[config.mk]
export PLATFORM = sky130hd
export DESIGN_NAME = trig_capture_engine
export DESIGN_NICKNAME = d
export VERILOG_FILES = /design/src/rtl/tce_pkg.sv /design/src/rtl/tce_trigger.sv /design/src/rtl/tce_timebase.sv /design/src/rtl/tce_buffer.sv /design/src/rtl/trig_capture_engine.sv
export SDC_FILE = /design/constraint.sdc
export NUM_CORES = 2
export LEC_CHECK = 0
export BUFFER_PORTS_ARGS = -buffer_cell sky130_fd_sc_hd__buf_2
export CAP_MARGIN = 20
export CORE_MARGIN = 1
export CORE_UTILIZATION = 50
export DETAILED_ROUTE_END_ITERATION = 10
export GPL_TIMING_DRIVEN = 0
export PLACE_DENSITY = 0.68
export SYNTH_ARGS = -nofsm -noshare
export SYNTH_HDL_FRONTEND = slang
export SYNTH_SLANG_ARGS = --single-unit
[constraint.sdc]
create_clock -name clk -period 10.6 [get_ports clk]
set_clock_uncertainty 0.05 [all_clocks]
set_input_delay 0.53 -clock clk [delete_from_list [all_inputs] [get_ports clk]]
set_output_delay 0.53 -clock clk [all_outputs]
set_load 0.01 [all_outputs]
[src/rtl/tce_pkg.sv]
package tce_pkg;

    localparam int SEL_W  = 5;
    localparam int RATE_W = 3;
    localparam int CNT_W  = 7;
    localparam int EXP_W  = 3;
    localparam int DEC_W  = 8;
    localparam int UNIT_W = 7;

    localparam int CB_EN  = 0;
    localparam int CB_CMP = 1;
    localparam int CB_MAN = 3;
    localparam int BUSY_BIT_POS = 24;
    localparam int BUSY_CMP_POS = 25;

    localparam logic [1:0] A_CTRL = 2'd0;
    localparam logic [1:0] A_MASK = 2'd1;
    localparam logic [1:0] A_REF  = 2'd2;
    localparam logic [1:0] A_STAT = 2'd3;

    typedef enum logic [1:0] {
        ST_IDLE  = 2'd0,
        ST_ARMED = 2'd1,
        ST_POST  = 2'd2
    } cap_state_e;

    typedef struct packed {
        logic [EXP_W-1:0]  unit_exp;
        logic [CNT_W-1:0]  post_cnt;
        logic [RATE_W-1:0] rate;
        logic [SEL_W-1:0]  bit_sel;
        logic              fall_edge;
        logic              man_trig;
        logic              src_manual;
        logic              cmp_mode;
        logic              enable;
    } ctrl_t;

    localparam int CTRL_W = $bits(ctrl_t);

    function automatic logic [DEC_W-1:0] dec_last(input logic [RATE_W-1:0] code);
        if (code == 3'd7) return '0;
        return (DEC_W'(2) << code) - DEC_W'(1);
    endfunction

    function automatic logic [UNIT_W-1:0] unit_last(input logic [EXP_W-1:0] e);
        if (e >= 3'd6) return UNIT_W'(63);
        return (UNIT_W'(1) << e) - UNIT_W'(1);
    endfunction

endpackage

[src/rtl/tce_trigger.sv]
module tce_trigger
    import tce_pkg::*;
(
    input  logic             clk,
    input  logic             rst,
    input  logic             armed,
    input  logic [SEL_W-1:0] bit_sel,
    input  logic             fall_edge,
    input  logic             cmp_mode,
    input  logic             src_manual,
    input  logic             man_rise,
    input  logic [31:0]      dbg_bus,
    input  logic [31:0]      cmp_word,
    input  logic [31:0]      mask,
    input  logic [31:0]      ref_val,
    output logic             fire
);
    logic cur_bit;
    logic prev_bit_q;
    logic edge_hit;
    logic cmp_hit;
    logic hw_hit;

    assign cur_bit = dbg_bus[bit_sel];

    always_ff @(posedge clk) begin
        if (rst) prev_bit_q <= 1'b0;
        else     prev_bit_q <= cur_bit;
    end

    assign edge_hit = fall_edge ? (prev_bit_q & ~cur_bit) : (cur_bit & ~prev_bit_q);
    assign cmp_hit  = ((cmp_word & mask) == ref_val);
    assign hw_hit   = cmp_mode ? cmp_hit : edge_hit;
    assign fire     = armed & (src_manual ? man_rise : hw_hit);
endmodule

[src/rtl/tce_timebase.sv]
module tce_timebase
    import tce_pkg::*;
#(
    parameter int CLK_PER_US = 100
) (
    input  logic              clk,
    input  logic              rst,
    input  logic              restart,
    input  logic              run,
    input  logic              load,
    input  logic              in_post,
    input  logic [RATE_W-1:0] rate,
    input  logic [CNT_W-1:0]  post_cnt,
    input  logic [EXP_W-1:0]  unit_exp,
    output logic              dec_hit,
    output logic              post_zero
);
    localparam int PW = (CLK_PER_US > 1) ? $clog2(CLK_PER_US) : 1;
    localparam logic [PW-1:0] PRESC_LAST = PW'(CLK_PER_US - 1);

    logic [DEC_W-1:0]  dcnt_q;
    logic [PW-1:0]     presc_q;
    logic [UNIT_W-1:0] ucnt_q;
    logic [UNIT_W-1:0] ulast_q;
    logic [CNT_W-1:0]  rem_q;
    logic              us_tick;

    assign dec_hit = run && (dcnt_q == dec_last(rate));

    always_ff @(posedge clk) begin
        if (rst || restart)  dcnt_q <= '0;
        else if (run)        dcnt_q <= dec_hit ? '0 : dcnt_q + DEC_W'(1);
    end

    assign us_tick = (presc_q == PRESC_LAST);

    always_ff @(posedge clk) begin
        if (rst) begin
            presc_q <= '0;
            ucnt_q  <= '0;
            ulast_q <= '0;
            rem_q   <= '0;
        end else if (load) begin
            presc_q <= '0;
            ucnt_q  <= '0;
            ulast_q <= unit_last(unit_exp);
            rem_q   <= post_cnt;
        end else if (in_post && rem_q != '0) begin
            if (us_tick) begin
                presc_q <= '0;
                if (ucnt_q == ulast_q) begin
                    ucnt_q <= '0;
                    rem_q  <= rem_q - CNT_W'(1);
                end else begin
                    ucnt_q <= ucnt_q + UNIT_W'(1);
                end
            end else begin
                presc_q <= presc_q + PW'(1);
            end
        end
    end

    assign post_zero = (rem_q == '0);
endmodule

[src/rtl/tce_buffer.sv]
module tce_buffer #(
    parameter int ADDR_W = 6
) (
    input  logic              clk,
    input  logic              rst,
    input  logic              clear,
    input  logic              wr_en,
    input  logic [63:0]       wdata,
    input  logic [ADDR_W-1:0] rd_addr,
    output logic [63:0]       rd_data,
    output logic              wrap,
    output logic [ADDR_W-1:0] last_addr
);
    localparam int DEPTH = 1 << ADDR_W;
    localparam logic [ADDR_W-1:0] TOP_SLOT = ADDR_W'(DEPTH - 1);

    logic [63:0]       mem [DEPTH];
    logic [ADDR_W-1:0] wptr_q;

    always_ff @(posedge clk) begin
        if (wr_en) mem[wptr_q] <= wdata;
        rd_data <= mem[rd_addr];
    end

    always_ff @(posedge clk) begin
        if (rst || clear) begin
            wptr_q    <= '0;
            wrap      <= 1'b0;
            last_addr <= '0;
        end else if (wr_en) begin
            last_addr <= wptr_q;
            wptr_q    <= wptr_q + ADDR_W'(1);
            if (wptr_q == TOP_SLOT) wrap <= 1'b1;
        end
    end
endmodule

[src/rtl/trig_capture_engine.sv]
module trig_capture_engine
    import tce_pkg::*;
#(
    parameter int CLK_PER_US = 100,
    parameter int ADDR_W     = 6
) (
    input  logic              clk,
    input  logic              rst,
    input  logic              reg_wr,
    input  logic [1:0]        reg_addr,
    input  logic [31:0]       reg_wdata,
    output logic [31:0]       reg_rdata,
    input  logic [31:0]       dbg_bus,
    input  logic [31:0]       cmp_word,
    input  logic [63:0]       sample_in,
    input  logic [ADDR_W-1:0] rd_addr,
    output logic [63:0]       rd_data
);
    localparam int STAT_PTR_W = 15;

    cap_state_e        state_q, state_d;
    ctrl_t             ctrl_q;
    logic [31:0]       mask_q;
    logic [31:0]       ref_q;
    logic              cap_cmp_q;
    logic              ctrl_wr;
    logic              start_req;
    logic              abort_req;
    logic              man_rise;
    logic              armed;
    logic              active;
    logic              fire;
    logic              dec_hit;
    logic              post_zero;
    logic              wr_en;
    logic              buf_wrap;
    logic [ADDR_W-1:0] buf_last;
    logic              bb_busy;
    logic              mac_busy;
    logic [31:0]       stat_word;

    assign ctrl_wr   = reg_wr && (reg_addr == A_CTRL);
    assign start_req = ctrl_wr && reg_wdata[CB_EN] && (state_q == ST_IDLE);
    assign abort_req = ctrl_wr && !reg_wdata[CB_EN];
    assign man_rise  = ctrl_wr && reg_wdata[CB_MAN] && !ctrl_q.man_trig;
    assign armed     = (state_q == ST_ARMED) && !abort_req;
    assign active    = (state_q != ST_IDLE);
    assign wr_en     = active && dec_hit;

    always_ff @(posedge clk) begin
        if (rst) begin
            state_q   <= ST_IDLE;
            ctrl_q    <= '0;
            mask_q    <= '0;
            ref_q     <= '0;
            cap_cmp_q <= 1'b0;
        end else begin
            state_q <= state_d;
            if (ctrl_wr) ctrl_q <= ctrl_t'(reg_wdata[CTRL_W-1:0]);
            if (reg_wr && reg_addr == A_MASK) mask_q <= reg_wdata;
            if (reg_wr && reg_addr == A_REF)  ref_q  <= reg_wdata;
            if (start_req) cap_cmp_q <= reg_wdata[CB_CMP];
        end
    end

    always_comb begin
        state_d = state_q;
        case (state_q)
            ST_IDLE:  if (start_req) state_d = ST_ARMED;
            ST_ARMED: begin
                if (abort_req)  state_d = ST_IDLE;
                else if (fire)  state_d = ST_POST;
            end
            ST_POST: begin
                if (abort_req || post_zero) state_d = ST_IDLE;
            end
            default: state_d = ST_IDLE;
        endcase
    end

    tce_trigger trig_i (
        .clk        (clk),
        .rst        (rst),
        .armed      (armed),
        .bit_sel    (ctrl_q.bit_sel),
        .fall_edge  (ctrl_q.fall_edge),
        .cmp_mode   (ctrl_q.cmp_mode),
        .src_manual (ctrl_q.src_manual),
        .man_rise   (man_rise),
        .dbg_bus    (dbg_bus),
        .cmp_word   (cmp_word),
        .mask       (mask_q),
        .ref_val    (ref_q),
        .fire       (fire)
    );

    tce_timebase #(.CLK_PER_US(CLK_PER_US)) tb_i (
        .clk       (clk),
        .rst       (rst),
        .restart   (start_req),
        .run       (active),
        .load      (fire),
        .in_post   (state_q == ST_POST),
        .rate      (ctrl_q.rate),
        .post_cnt  (ctrl_q.post_cnt),
        .unit_exp  (ctrl_q.unit_exp),
        .dec_hit   (dec_hit),
        .post_zero (post_zero)
    );

    tce_buffer #(.ADDR_W(ADDR_W)) buf_i (
        .clk       (clk),
        .rst       (rst),
        .clear     (start_req),
        .wr_en     (wr_en),
        .wdata     (sample_in),
        .rd_addr   (rd_addr),
        .rd_data   (rd_data),
        .wrap      (buf_wrap),
        .last_addr (buf_last)
    );

    assign bb_busy   = active && !cap_cmp_q;
    assign mac_busy  = active && cap_cmp_q;
    assign stat_word = {buf_wrap, STAT_PTR_W'(buf_last), 16'd0};

    always_comb begin
        case (reg_addr)
            A_CTRL:  reg_rdata = {6'd0, mac_busy, bb_busy, 1'b0, ctrl_q};
            A_MASK:  reg_rdata = mask_q;
            A_REF:   reg_rdata = ref_q;
            default: reg_rdata = stat_word;
        endcase
    end
endmodule

## After elaboration in Yosys (flattened, before gate mapping)

Memories as Yosys holds them, arrays and structs flattened. A register that Yosys moved wholly into a read port is not among the register bits.
Index checks and enable logic that the tools add are counted.

| cells by class | value |
|---|---|
| add/subtract/negate cells | 7 |
| magnitude comparators | 2 |
| eq/ne operators | 13 |
| shift operators | 2 |
| multiplexer cells | 28 |
| bitwise operators | 6 |
| reductions and logical operators | 33 |

Operator list:

| operator | number |
|---|---|
| $pmux 32 s3 | 1 |
| $mux 7 | 8 |
| $and 32x32->32 | 1 |
| $eq 32x32->1 | 1 |
| $mux 8 | 3 |
| $add 7x1->7 const B | 2 |
| $logic_and 1x1->1 | 14 |
| $mux 1 | 10 |
| $add 8x1->8 const B | 1 |
| $eq 8x8->1 | 1 |
| $mux 2 | 4 |
| $reduce_bool 2->1 | 4 |
| $shl 2x3->8 const A | 1 |
| $sub 8x2->8 const B | 1 |
| $eq 7x7->1 | 1 |
| $eq 7x7->1 const B | 1 |
| $logic_not 7->1 | 1 |
| $reduce_bool 7->1 | 1 |
| $shl 1x3->7 const A | 1 |
| $sub 7x1->7 const B | 1 |
| $sub 7x2->7 const B | 1 |
| $add 6x1->6 const B | 1 |
| $eq 6x6->1 const B | 1 |
| $lt 5x6->1 const B | 1 |
| 17 further kinds | 29 |

| word-level totals | value |
|---|---|
| flip-flop bits (word level) | 140 |
| RAM bits | 4096 |
| input bits | 171 |
| output and inout port bits | 96 |
| word-level logic and storage cells | 114 |
| memories kept | 1 |

Memory list:

| memory | depth | bits a word | rd ports | clocked after memory_dff | write ports | RTL line | text |
|---|---|---|---|---|---|---|---|
| buf_i.mem | 64 | 64 | 1 | 1 | 1 | tce_buffer.sv:17 | `logic [63:0] mem [DEPTH];` |

## Longest topological paths before layout

| depth | value |
|---|---|
| word-level depth | 11 |
| mapped depth | 13 |
| depth with buffers taken out | 11 |

## Cells and area by module

From an unflattened synthesis, not the netlist that was laid out.

| second synthesis, totals | value |
|---|---|
| cells, all modules | 7425 |
| area total of the unflattened synthesis | 163370.4 um^2 |

By module, submodules not included:

| module | instances | cells each | area each (um^2) | seq. area each (um^2) |
|---|---|---|---|---|
| tce_buffer | 1 | 6592 | 156568.9 | 124539.4 |
| trig_capture_engine | 1 | 464 | 3911.3 | 1801.7 |
| tce_timebase | 1 | 242 | 2021.9 | 720.7 |
| tce_trigger | 1 | 127 | 868.3 | 20.0 |

## Least setup slack after synthesis

Ideal clock, no wire load.

| path | value |
|---|---|
| kind | register to register |
| start | register ctrl_q[12] in the netlist's numbering |
| end | memory buf_i.mem[62][0], enable pin |
| setup time | 487 ps |
| data arrival time | 5175 ps |
| data required time | 10063 ps |
| slack | 4889 ps |
| cell stages (with the launch flop) | 12 |
| path buffers | 1 |
| period minus slack after synthesis | 5711 ps |
| path through | dfxtp_1 -> clkbuf_1 -> or3_1 -> ha_1 -> nor3b_1 -> a21oi_1 -> a2bb2oi_1 -> xnor2_1 -> nor4_4 -> nor2b_1 -> nand3_1 -> nor2_1 |

| on the way | value |
|---|---|
| cells in the longest elaborated chain, start to end | 8 |
| elaborated cells on any way between the ends | 10 |
| classes of those cells | 1 x add/sub; 2 x eq/ne; 1 x shift; 4 x mux; 2 x reduce/logical |

RTL lines:

| element | RTL line | text |
|---|---|---|
| start, declared | trig_capture_engine.sv:22 | `ctrl_t ctrl_q;` |
| start signal, assigned | trig_capture_engine.sv:59 | `if (ctrl_wr) ctrl_q <= ctrl_t'(reg_wdata[CTRL_W-1:0]);` |
| $shl 2x3->8 or $eq 3x3->1 (tied branches) | tce_pkg.sv:43, tce_pkg.sv:42 |  |
| $sub 8x2->8 or $mux 1 (tied branches) | tce_pkg.sv:43, tce_pkg.sv:42 |  |
| $mux 8 (*) | tce_pkg.sv:43 | `return (DEC_W'(2) << code) - DEC_W'(1);` |
| $eq 8x8->1 (*) | tce_timebase.sv:28 | `assign dec_hit = run && (dcnt_q == dec_last(rate));` |
| $logic_and 1x1->1 (*) | tce_timebase.sv:28 |  |
| $logic_and 1x1->1 (*) | trig_capture_engine.sv:48 | `assign wr_en = active && dec_hit;` |
| $mux 1 (*) | tce_buffer.sv:21 | `if (wr_en) mem[wptr_q] <= wdata;` |
| $mux 1 (implied by the code) (*) | tce_buffer.sv:21 |  |
| end, declared | tce_buffer.sv:17 |  |

Every way passes the cells marked *; elsewhere a longest branch is shown, timed or not.

## Final worst setup path

| path | value |
|---|---|
| start | register ctrl_q[12] in the netlist's numbering |
| end | memory buf_i.mem[34][32], enable pin |

The elaborated chain is that of the path after synthesis.

==> flow_summary.yaml <==
yosys:
  synth_seq_area_share: 0.778
  synth.top_cells.by_count: "edfxtp_1 (4096), mux4_2 (1350), nand2_1 (259)"
  synth_top_area_frac: 0.753
  synth_top_area_cell: "edfxtp_1"
  avgSynthCellArea_um2: 24.0
  synth_cell_types: 57
  synthTopCellsByArea: "edfxtp_1 (75%), mux4_2 (19%), dfxtp_1 (2.5%), nand2_1 (0.60%), clkbuf_1 (0.50%)"
  synth_top_flop_cell: "edfxtp_1"
  yosys_warnings: 0
  synthCells: 6798
  synth_area_um2: 163000
  yosysMostFrequentCell: "edfxtp_1"
  synthArstFlopShare: 0
  postSynthNetCount: 6976
  synth_edf_count: 4096
  synth-seq-cells: 4300
clocking:
  cts.sinks: 4300
  cts_root_buf: "clkbuf_16"
  clock_path_buffers: 4
  cts.clk_slew.worst_paths_ns: 0.06
  cts_tree: "done"
  h-tree-depth: 5
  post_cts_resized: 0
  cts_buffers: 426
  clk_latency_ns: 0.99
  post_cts_buffers: 0
  hold_buffers: 34
timing:
  slew_headroom: 0.231
  rsz0062_at_grt: "no"
  tightest_slew_ns: 1.15
  setup_viol: 0
  maxSlewViolCount: 0
  min_period_over_period: 0.511
  final.setup.tns_ns: 0
  hold_viol: 0
  fmaxAchievable_mhz: 185
  fin_crit_ns: 5.42
die:
  rows: 209
  io_pins: 267
  core_area_um2: 325000
  die_y_um: 574
  dieArea_um2: 329000
  start_util: 0.503
  die_w_um: 574
place:
  globalplace.congestion: 0.842
  placed_cell_area_um2: 175000
  dp_hpwl_mm: 277
  io_buffers: 260
setup_path:
  end_kind: "flop"
  critPathKind: "flop to flop"
  worstPathArrival_ns: 6.02
  start_kind: "flop"
  worstPathRequired_ns: 11.20
  critPathMaxFanout: 19
global_route:
  grtUsageTotal: 0.255
  grt_pass1_wl_mm: 593
  grt_overflow: 0
  grt_max_degree: 65
  grt_antenna_before_repair: 40
  grt_pass1_vias: 79860
power:
  power.leakage_nw: 59.3
  powerDensity_nw_per_um2: 185
  total_power_mw: 35.2
  peakVddDrop_v: 0.000154
drt:
  drc: 0
  route.vias.total: 78992
  avgViaCountPerCell: 6.31
  avgRoutedWirePerCell_um: 33.5
  drtAntennaViolNets: 0
  initialDrtViolationCount: 10204
  finalWirelength_mm: 420
  first_pass_iters: 6
finish:
  layout-drive-gt1-share: 0.330
  utilization: 0.586
  nNetsFinal: 7974
  syn_to_final_growth_pct: 16.5
  fin_area_um2: 190000
hold_path:
  hold_path.class: "input pin to flop"
status:
  status: "finished clean"
run:
  cap_violations: 0
==> area by class of cell <==
class / instances / area [um^2]
inverter: 9 / 33.8
multi-input combinational: 2123 / 35100
antenna: 34 / 85.1
buffer: 366 / 1630
sequential: 4300 / 127000
clock buffer: 540 / 11400
fill: 22381 / 134000
tap: 4325 / 5410
clock inverter: 248 / 2400
timing repair buffer: 570 / 7180
==> placed cells by master, fill, tap and decap left out, types with 8 or more instances in the layout <==
cell           Yosys  routed
nor2_4             1      65
nor4_1            16      16
nor2_1           105      41
nand3b_1          11      11
clkbuf_2           0      18
xnor2_1           44      44
nand3_1           18      18
buf_4             26      26
buf_12             0     196
clkinvlp_4         0      12
clkbuf_16          0     429
buf_2             80     343
a211oi_1          13      13
bufinv_16          0      33
buf_1             39      36
nor2b_1            8       8
a21oi_1          109     109
edfxtp_1        4096    4096
buf_8              0      25
xor2_1            17      17
dfxtp_1          204     204
clkinv_1           0      83
dlygate4sd3_1      0      48
o21ai_0           31      31
inv_1              9       9
clkinv_2           0      90
buf_16             0      39
nand2_1          259     259
clkinv_16          0      11
mux4_2          1350    1350
clkbuf_1         217     289
clkbuf_8           0      21
nand4_1           10      10
nor3_1            16      16
mux2i_1           44      44
diode_2            0      34
==> routing by layer <==
layer | vias to the layer above | share of wire | track usage
met5 | - | 0.00010 | 0
met4 | 8 | 0.030 | 0.0761
met3 | 656 | 0.096 | 0.0436
met2 | 4328 | 0.50 | 0.419
met1 | 42765 | 0.38 | 0.353
li1 | 31235 | - | -
==> logic make-up after synthesis <==
| family | Yosys count | share of synthesized area |
|---|---|---|
| AO/OA/AOI/OAI | 183 | 0.00647 |
| multiplexers | 1395 | 0.189 |
| XOR/XNOR | 61 | 0.00327 |
| adder cells (fa/ha/maj) | 7 | 0.000536 |
| AND/OR/NAND/NOR | 477 | 0.0128 |
| buffers and inverters | 375 | 0.0100 |
| flip-flops | 4300 | 0.778 |
==> critical path, cell delays in order, from the launching register on <==
cell and delay, ns:
dfxtp_1 0.38, clkbuf_1 0.37, nor2_1 0.09, nand2_1 0.09
ha_1 0.27, nor2b_1 0.32, mux2i_1 0.13, o22ai_1 0.19
o21ai_0 0.15, nor4_4 0.40, nor2b_1 0.38, nand3b_1 0.70
nor2_4 1.04, buf_16 0.25, buf_12 0.21
==> registers in the layout, indices dropped and copies added, names as in the netlist <==
name and flops:
ref_q 32, tb_i.dcnt_q 8, ctrl_q 23, tb_i.ucnt_q 7
tb_i.rem_q 7, buf_i.wrap 1, tb_i.ulast_q 7, buf_i.mem 4096
cap_cmp_q 1, tb_i.presc_q 7, trig_i.prev_bit_q 1, buf_i.wptr_q 6
mask_q 32, state_q 2, buf_i.last_addr 6, buf_i.rd_data 64
==> power breakdown <==
| part | switching, mW | internal [mW] | leakage (nW) |
|---|---|---|---|
| Sequential | 0.0227 | 18.6 | 38.5 |
| Combinational | 1.02 | 0.721 | 14.1 |
| Clock | 6.42 | 8.41 | 6.73 |
==> metrics by stage <==
step	setup slack [ns]	std cells	hold WS, ns
CTS	5.32	12429	0.0320
global placement	0.199	11383	0.393
floorplan	4.89	6798	0.385
finish	5.18	12515	0.0162
detailed placement	5.36	11607	0.400
global route	5.07	12490	0.000645
==> path summary, 6_finish.rpt <==
kind	start	to	slack [ns]	cells after the start
min	sample_in[37]	buf_i.mem[42][37]	0.02	1
max reg2reg	ctrl_q[12]	buf_i.mem[34][32]	5.18	14
min reg2reg	ctrl_q[0]	ctrl_q[0]	0.41	2
max	ctrl_q[12]	buf_i.mem[34][32]	5.18	14
No activity file was read; power rests on OpenSTA's default activity.
